===== src/rtl/npk_pkg.sv =====
package npk_pkg;
  parameter int LANE_W = 16;
  parameter int FP_W   = 32;
  parameter int EXP_W  = 8;
  parameter int MAN_W  = 23;
  parameter int BIAS   = 127;

  typedef struct packed {
    logic              isSigned;
    logic [LANE_W-1:0] scale;
    logic [LANE_W-1:0] posLimit;
  } ctrl_t;
endpackage


===== src/rtl/npk_ctrl.sv =====
module npk_ctrl
  import npk_pkg::*;
(
  input  logic  modeSigned,
  output ctrl_t ctrlOut
);
  localparam logic [LANE_W-1:0] SGN_MAX = {1'b0, {(LANE_W-1){1'b1}}};
  localparam logic [LANE_W-1:0] UNS_MAX = {LANE_W{1'b1}};

  always_comb begin
    ctrlOut.isSigned = modeSigned;
    ctrlOut.scale    = modeSigned ? SGN_MAX : UNS_MAX;
    ctrlOut.posLimit = modeSigned ? SGN_MAX : UNS_MAX;
  end
endmodule


===== src/rtl/npk_lane.sv =====
module npk_lane
  import npk_pkg::*;
(
  input  logic [FP_W-1:0]   fpIn,
  input  ctrl_t             ctrl,
  output logic [LANE_W-1:0] laneOut
);
  localparam int SIG_W  = MAN_W + 1;
  localparam int PROD_W = SIG_W + LANE_W;
  localparam int FRAC_W = PROD_W + 8;
  localparam int WIDE_W = PROD_W + FRAC_W;
  localparam int SH_W   = EXP_W + 1;
  localparam logic [SH_W-1:0] SH_BASE = SH_W'(BIAS + MAN_W);
  localparam logic [SH_W-1:0] SH_CAP  = SH_W'(FRAC_W);
  localparam logic [EXP_W-1:0] EXP_ONES = {EXP_W{1'b1}};
  localparam logic [EXP_W-1:0] EXP_BIG  = EXP_W'(BIAS + 1);

  logic               sgn;
  logic [EXP_W-1:0]   expField;
  logic [MAN_W-1:0]   manField;
  logic               isNan, isBig;
  logic [SIG_W-1:0]   sig;
  logic [PROD_W-1:0]  prod;
  logic [SH_W-1:0]    rawSh, sh;
  logic [WIDE_W-1:0]  wide;
  logic [PROD_W-1:0]  intPart;
  logic               halfBit, stickyBit, roundUp;
  logic [PROD_W:0]    mag;
  logic               sat;
  logic [LANE_W-1:0]  magClamped;

  always_comb begin
    sgn      = fpIn[FP_W-1];
    expField = fpIn[FP_W-2 -: EXP_W];
    manField = fpIn[MAN_W-1:0];
    isNan    = (expField == EXP_ONES) && (manField != '0);
    isBig    = (expField >= EXP_BIG);
    sig      = {expField != '0, manField};
    prod     = PROD_W'(sig) * PROD_W'(ctrl.scale);
    rawSh    = SH_BASE - {1'b0, expField};
    sh       = (rawSh > SH_CAP) ? SH_CAP : rawSh;
    wide     = {prod, {FRAC_W{1'b0}}} >> sh;
    intPart  = wide[WIDE_W-1:FRAC_W];
    halfBit  = wide[FRAC_W-1];
    stickyBit = |wide[FRAC_W-2:0];
    roundUp  = halfBit && (stickyBit || intPart[0]);
    mag      = {1'b0, intPart} + (PROD_W+1)'(roundUp);
    sat      = isBig || (mag > (PROD_W+1)'(ctrl.posLimit));
    magClamped = sat ? ctrl.posLimit : mag[LANE_W-1:0];
    if (isNan)
      laneOut = '0;
    else if (ctrl.isSigned)
      laneOut = sgn ? (~magClamped + 1'b1) : magClamped;
    else
      laneOut = sgn ? '0 : magClamped;
  end

  always_comb begin
    if (isNan) AST_NAN_ZERO: assert (laneOut == '0);
    if (ctrl.isSigned) AST_NO_MIN_NEG: assert (laneOut != {1'b1, {(LANE_W-1){1'b0}}});
    if (!ctrl.isSigned && sgn && !isNan) AST_UNS_NEG_ZERO: assert (laneOut == '0);
    if (ctrl.isSigned && !isNan && laneOut != '0) AST_SIGN_MATCH: assert (laneOut[LANE_W-1] == sgn);
    if (isBig && !isNan && !sgn) AST_INF_POS_LIMIT: assert (laneOut == ctrl.posLimit);
  end
endmodule


===== src/rtl/npk_pack_norm.sv =====
module npk_pack_norm
  import npk_pkg::*;
(
  input  logic [FP_W-1:0]     srcA,
  input  logic [FP_W-1:0]     srcB,
  input  logic                modeSigned,
  output logic [2*LANE_W-1:0] packedOut
);
  localparam int NUM_LANES = 2;

  ctrl_t             ctrlBus;
  logic [FP_W-1:0]   laneIn  [NUM_LANES];
  logic [LANE_W-1:0] laneRes [NUM_LANES];

  assign laneIn[0] = srcA;
  assign laneIn[1] = srcB;

  npk_ctrl i_ctrl (
    .modeSigned (modeSigned),
    .ctrlOut    (ctrlBus)
  );

  // lane 0 (srcA) fills the low half and lane 1 (srcB) the high half; R8: one shared ctrl
  for (genvar g = 0; g < NUM_LANES; g++) begin : g_lane
    npk_lane i_lane (
      .fpIn    (laneIn[g]),
      .ctrl    (ctrlBus),
      .laneOut (laneRes[g])
    );
    assign packedOut[g*LANE_W +: LANE_W] = laneRes[g];
  end
endmodule


===== config.mk =====
export PLATFORM = sky130hd
export DESIGN_NAME = npk_pack_norm
export DESIGN_NICKNAME = d
export VERILOG_FILES = /design/src/rtl/npk_pkg.sv /design/src/rtl/npk_ctrl.sv /design/src/rtl/npk_lane.sv /design/src/rtl/npk_pack_norm.sv
export SDC_FILE = /design/constraint.sdc
export NUM_CORES = 2
export LEC_CHECK = 0
export ABC_AREA = 1
export BUFFER_PORTS_ARGS = -buffer_cell sky130_fd_sc_hd__buf_2
export CORE_MARGIN = 3
export CORE_UTILIZATION = 40
export DETAILED_ROUTE_END_ITERATION = 8
export SKIP_LAST_GASP = 1
export SYNTH_ARGS = -nofsm -noshare
export SYNTH_HDL_FRONTEND = slang
export SYNTH_SLANG_ARGS = --single-unit

===== constraint.sdc =====
create_clock -name vclk -period 18.5
set_input_delay 2.775 -clock vclk [all_inputs]
set_output_delay 2.775 -clock vclk [all_outputs]
set_load 0.01 [all_outputs]

# --- After elaboration in Yosys (flattened, before gate mapping) ---
# Cells that the tools add are included.
word_totals:
  in_bits: 65
  output_inout_bits: 32
  ff_bits: 0
  word_cells: 47
op_classes:
  mux: 13
  shift: 2
  bitwise: 2
  addsub: 6
  n_mul: 2
  n_eq_ne: 2
  n_reduce_logical: 14
  order_cmp: 6
ops:
  columns: ["operator", "count"]
  rows:
  - ["two-way mux 16 bit", 11]
  - ["right shift 88 x 9 -> 88 bit", 2]
  - ["OR reduction 47 bit", 2]
  - ["adder 40 x 1 -> 41 bit", 2]
  - ["> comparator 41 x 16 -> 1 bit", 2]
  - ["multiplier 24 x 16 -> 40 bit", 2]
  - ["nonzero test 23 bit", 2]
  - ["adder 16 x 1 -> 16 bit, second input constant", 2]
  - ["NOT 16 bit", 2]
  - ["> comparator 9 x 6 -> 1 bit, second input constant", 2]
  - ["two-way mux 9 bit", 2]
  - ["subtractor 8 x 8 -> 9 bit, first input constant", 2]
  - ["equality test 8 bit, second input constant", 2]
  - ["greater-or-equal comparator 8 bit, second input constant", 2]
  - ["nonzero test 8 bit", 2]
  - ["logical AND 1 bit", 4]
  - ["logical OR 1 bit", 4]

# --- Logic depth before layout (Yosys ltp) ---
logic_depth:
  word_depth: 16
  ltp_mapped: 57

# --- Cells and area by module ---
# Synthesis repeated with hierarchy kept, for this count alone.
hier_totals:
  cells_unflattened: 6977
  hier_area_um2: 42273.0
by_module_without_submodules:
  columns: ["mod", "cells_per_inst", "n_inst", "seq_area_each_um2", "area_per_inst_um2"]
  rows:
  - ["npk_lane (g_lane[1].i_lane)", 3543, 1, 0.0, 21481.9]
  - ["npk_lane (g_lane[0].i_lane)", 3400, 1, 0.0, 20543.5]
  - ["npk_ctrl", 34, 1, 0.0, 247.7]

# --- Least setup slack after synthesis ---
# Ideal clock, no wire load.
synth_path:
  kind: "in2out"
  startpoint: "input srcB[23]"
  endpoint: "output packedOut[29]"
  setup_slack_ns: 4.219
  arrival_time_ns: 11.506
  cell_stages: 54
  path_cell_list: "inv_1 ha_1 inv_1 nor4_1 inv_1 ha_1 fa_1 fa_1 fa_1 fa_1 inv_1 fa_1 ha_1 nand2_1 nor2_1 inv_1 nor2_1 inv_2 (+18 left out) nor2_1 nand2_1 nor2_1 nand2_1 nor2_1 nand3_1 inv_1 nand2_1 nand2_2 nand3_4 buf_6 nor2_4 nand2_1 nor2_1 nand3_1 nand3_1 nand2_1 nor2_1"
synth_via:
  elab_chain_len: 16
synth_lines:
  columns: ["item", "line", "text"]
  rows:
  - ["start: declaration", "npk_pack_norm.sv:5", "input logic [FP_W-1:0] srcB,"]
  - ["branches (longest 15 deep; another with adder 40 x 1 -> 41 bit)", null, null]
  - ["two-way mux 16 bit (*)", "npk_lane.sv:50", "if (isNan)"]
  - ["end: declaration", "npk_pack_norm.sv:7", "output logic [2*LANE_W-1:0] packedOut"]
# Every way passes the cells marked *.

# --- Final worst setup path ---
layout_path:
  startpoint: "input srcA[23]"
  endpoint: "output packedOut[12]"
layout_via:
  elab_chain_len: 16
layout_lines:
  columns: ["item", "line", "text"]
  rows:
  - ["start: declaration", "npk_pack_norm.sv:4", "input logic [FP_W-1:0] srcA,"]
  - ["branches (longest 15 deep; another with adder 40 x 1 -> 41 bit)", null, null]
  - ["two-way mux 16 bit (*)", "npk_lane.sv:50", null]
# Marked as above.

==> run metrics <==
GP Congestion between 0.9 and 1; period utilization a little under 90%; Hold/Removal Path Class in -> out; register area 0 um^2; starting DRC count in detailed routing 3011; cell area after synthesis ~34000 um^2; # clk buffers 0; syn_nets between 6000 and 7000; Crit Path Class in -> out; Slew @ Worst Pin between 1 and 1.5 ns; main combinational cell family by area after synthesis simple AND/OR/NAND/NOR gates; drt total wl 118000 um; post-synthesis xor/xnor area fraction 1.34%; Detail Placement HPWL roughly 100000 um; post-CTS setup buffer count 0; starting density of the core 40.8%; pin count of the biggest net entering global routing a little under 80; Tmin final ~16 ns; DIE AREA slightly below 90000 um^2; worst rel slew slack 25.5%; DR WL/cell 17.7 um; Crit. End Element primary output; CP arrival 13.65 ns; Die Y 297 um; Simple-Gate Fraction of Synth Area around 44%; drt drc 20; Final Max Slew Viols 0; Finished Cell Area about 35000 um^2; Post-DP Area 35100 um^2; Initial DRT Pass Iterations 9; routed vias 34600; hold bufs inserted after CTS 0; syn avg cell area a little over 6 um^2; failing checks DRC; CP max FO 11; adder-cell area share of the yosys netlist 37.3%; number of max-cap violations 0; CP peak stage delay 0.92 ns; initial antenna violation count 5; Synth Instances 5572; Hold Slack about 6.1 ns; Sum Neg Setup Slack 0 ns; filler cell count 9276; Remaining Overflow, GRT 0; final setup violation count 0; All-Layer GR Usage 27.3%; Critical Path Source Type primary input; Netlist cell types 47; slowest stage cell, crit path nor4_2; CP dominant cell by count nand3_1; multiplexer share of the synthesized area 0%; Final nets 6326; first-pass GRT wire length 190000 um; P&R area growth vs syn 3.80%; row count 105; YS warnings 0; IO Pins 97; Final Hold Viols 0; RSZ-0062 raised after global routing false; post-CTS sizing 0; via-per-instance ratio between 5 and 6; fraction of layout cells with a size suffix above 1 4.73%; CP Data Required Time 15.73 ns; core footprint 82900 um^2; FFs & Latches 0; vias in the first global route 34800; fin util 42.3%; Die W 297 um; Max Fclk 60.9 MHz; Final ANT Viol Nets 0; Compound-Gate Fraction of Synth Area under 10%; status finished, violations left; post-synthesis sequential area ratio 0%; area of the multi-input gates 28900 um^2; PortBufs 97
-- metrics by stage --
stage,setup slack [ns],instances
6_report,2.07,6669
5_1_grt,1.11,6667
4_1_cts,2.13,6664
3_5_place_dp,2.14,6664
3_3_place_gp,2.33,6664
2_1_floorplan,4.22,5572
-- worst max-delay path, delay by kind of cell --
| kind | cells | cell delay, ns |
|---|---|---|
| and+or+nand+nor | 32 | 5.68 |
| xor gates and xnor gates | 1 | 0.29 |
| buffers and inverters | 7 | 1.16 |
| adders and majority gates | 9 | 3.72 |
-- cell usage after synthesis, types with 5 or more instances --
| cell type | n | share of area, % |
|---|---|---|
| inv_2 | 25 | 0.28 |
| nor3_1 | 33 | 0.49 |
| nand2_1 | 1713 | 19 |
| fa_1 | 482 | 29 |
| o21bai_1 | 7 | 0.16 |
| xnor2_1 | 24 | 0.62 |
| o21ai_0 | 33 | 0.49 |
| a21oi_1 | 82 | 1.2 |
| nor2_4 | 20 | 0.67 |
| nand3b_1 | 9 | 0.20 |
| buf_1 | 19 | 0.21 |
| buf_4 | 20 | 0.44 |
| nand2_2 | 21 | 0.39 |
| xor2_1 | 26 | 0.67 |
| nand3_2 | 17 | 0.50 |
| clkbuf_1 | 26 | 0.29 |
| nor2_2 | 34 | 0.63 |
| nor2_1 | 436 | 4.8 |
| and2_1 | 5 | 0.093 |
| ha_1 | 236 | 8.7 |
| nand4_1 | 108 | 2.0 |
| nand3_1 | 998 | 15 |
| o21ai_1 | 16 | 0.24 |
| buf_2 | 70 | 1.0 |
| buf_6 | 10 | 0.33 |
| inv_1 | 1059 | 12 |
-- final cells by class --
type               count  share of cell area, %
diodes                 5                 0.0357
inverters           1088                   11.7
multi-input cells   4337                   82.5
well taps           1123                   4.01
repair buffers       116                   1.79
-- kinds of logic after synthesis --
logic type,count (synthesis)
adder cells (fa/ha/maj),718
AND/OR/NAND/NOR,3418
buffers and inverters,1235
XOR/XNOR,51
AO/OA/AOI/OAI,150
-- cell usage in the layout (no fill, tap or decap), types with 2 or more instances in the layout --
cell type  netlist  final
and2_1           5      5
nand3_2         17     17
o31ai_1          4      4
ha_1           236    236
nand3b_1         9      9
buf_2           70     97
o21ai_0         33     33
nand2_2         21     22
nor3_1          33     33
inv_2           25     25
a21o_1           2      2
nand3_1        998    998
inv_1         1059   1059
clkinv_1         2      2
o21bai_1         7      7
nor2_2          34     33
nor4_2           0      2
nand3_4          4      4
nand2_1       1713   1712
inv_4            2      2
nand4_2          2      2
o21a_1           2      2
buf_4           20     19
nand2_4          4      4
xor2_1          26     26
nand4_1        108    108
fa_1           482    482
nor2_8           3      3
nor2_1         436    432
nor3_2           3      3
diode_2          0      5
nor2_4          20     25
xnor2_1         24     24
and3_1           2      2
o21ai_1         16     16
a21oi_1         82     82
-- final timing paths --
check                 startpoint       endpoint  cells after the start
worst max-delay path    srcA[23]  packedOut[12]                     49
worst min-delay path    srcB[31]  packedOut[23]                      4
-- routing by layer --
layer	share of wire (%)	GRT usage [%]	wire, um	up-vias
met1	44	36.6	51400	16300
met2	49	49.0	57900	962
li1	-	-	-	17200
met3	4.8	1.20	5660	132
met4	2.4	5.63	2890	0
met5	0	0	0	-
Power is not shown: default switching activity piles up to over one toggle a cycle in this logic, so the estimate is an artifact.
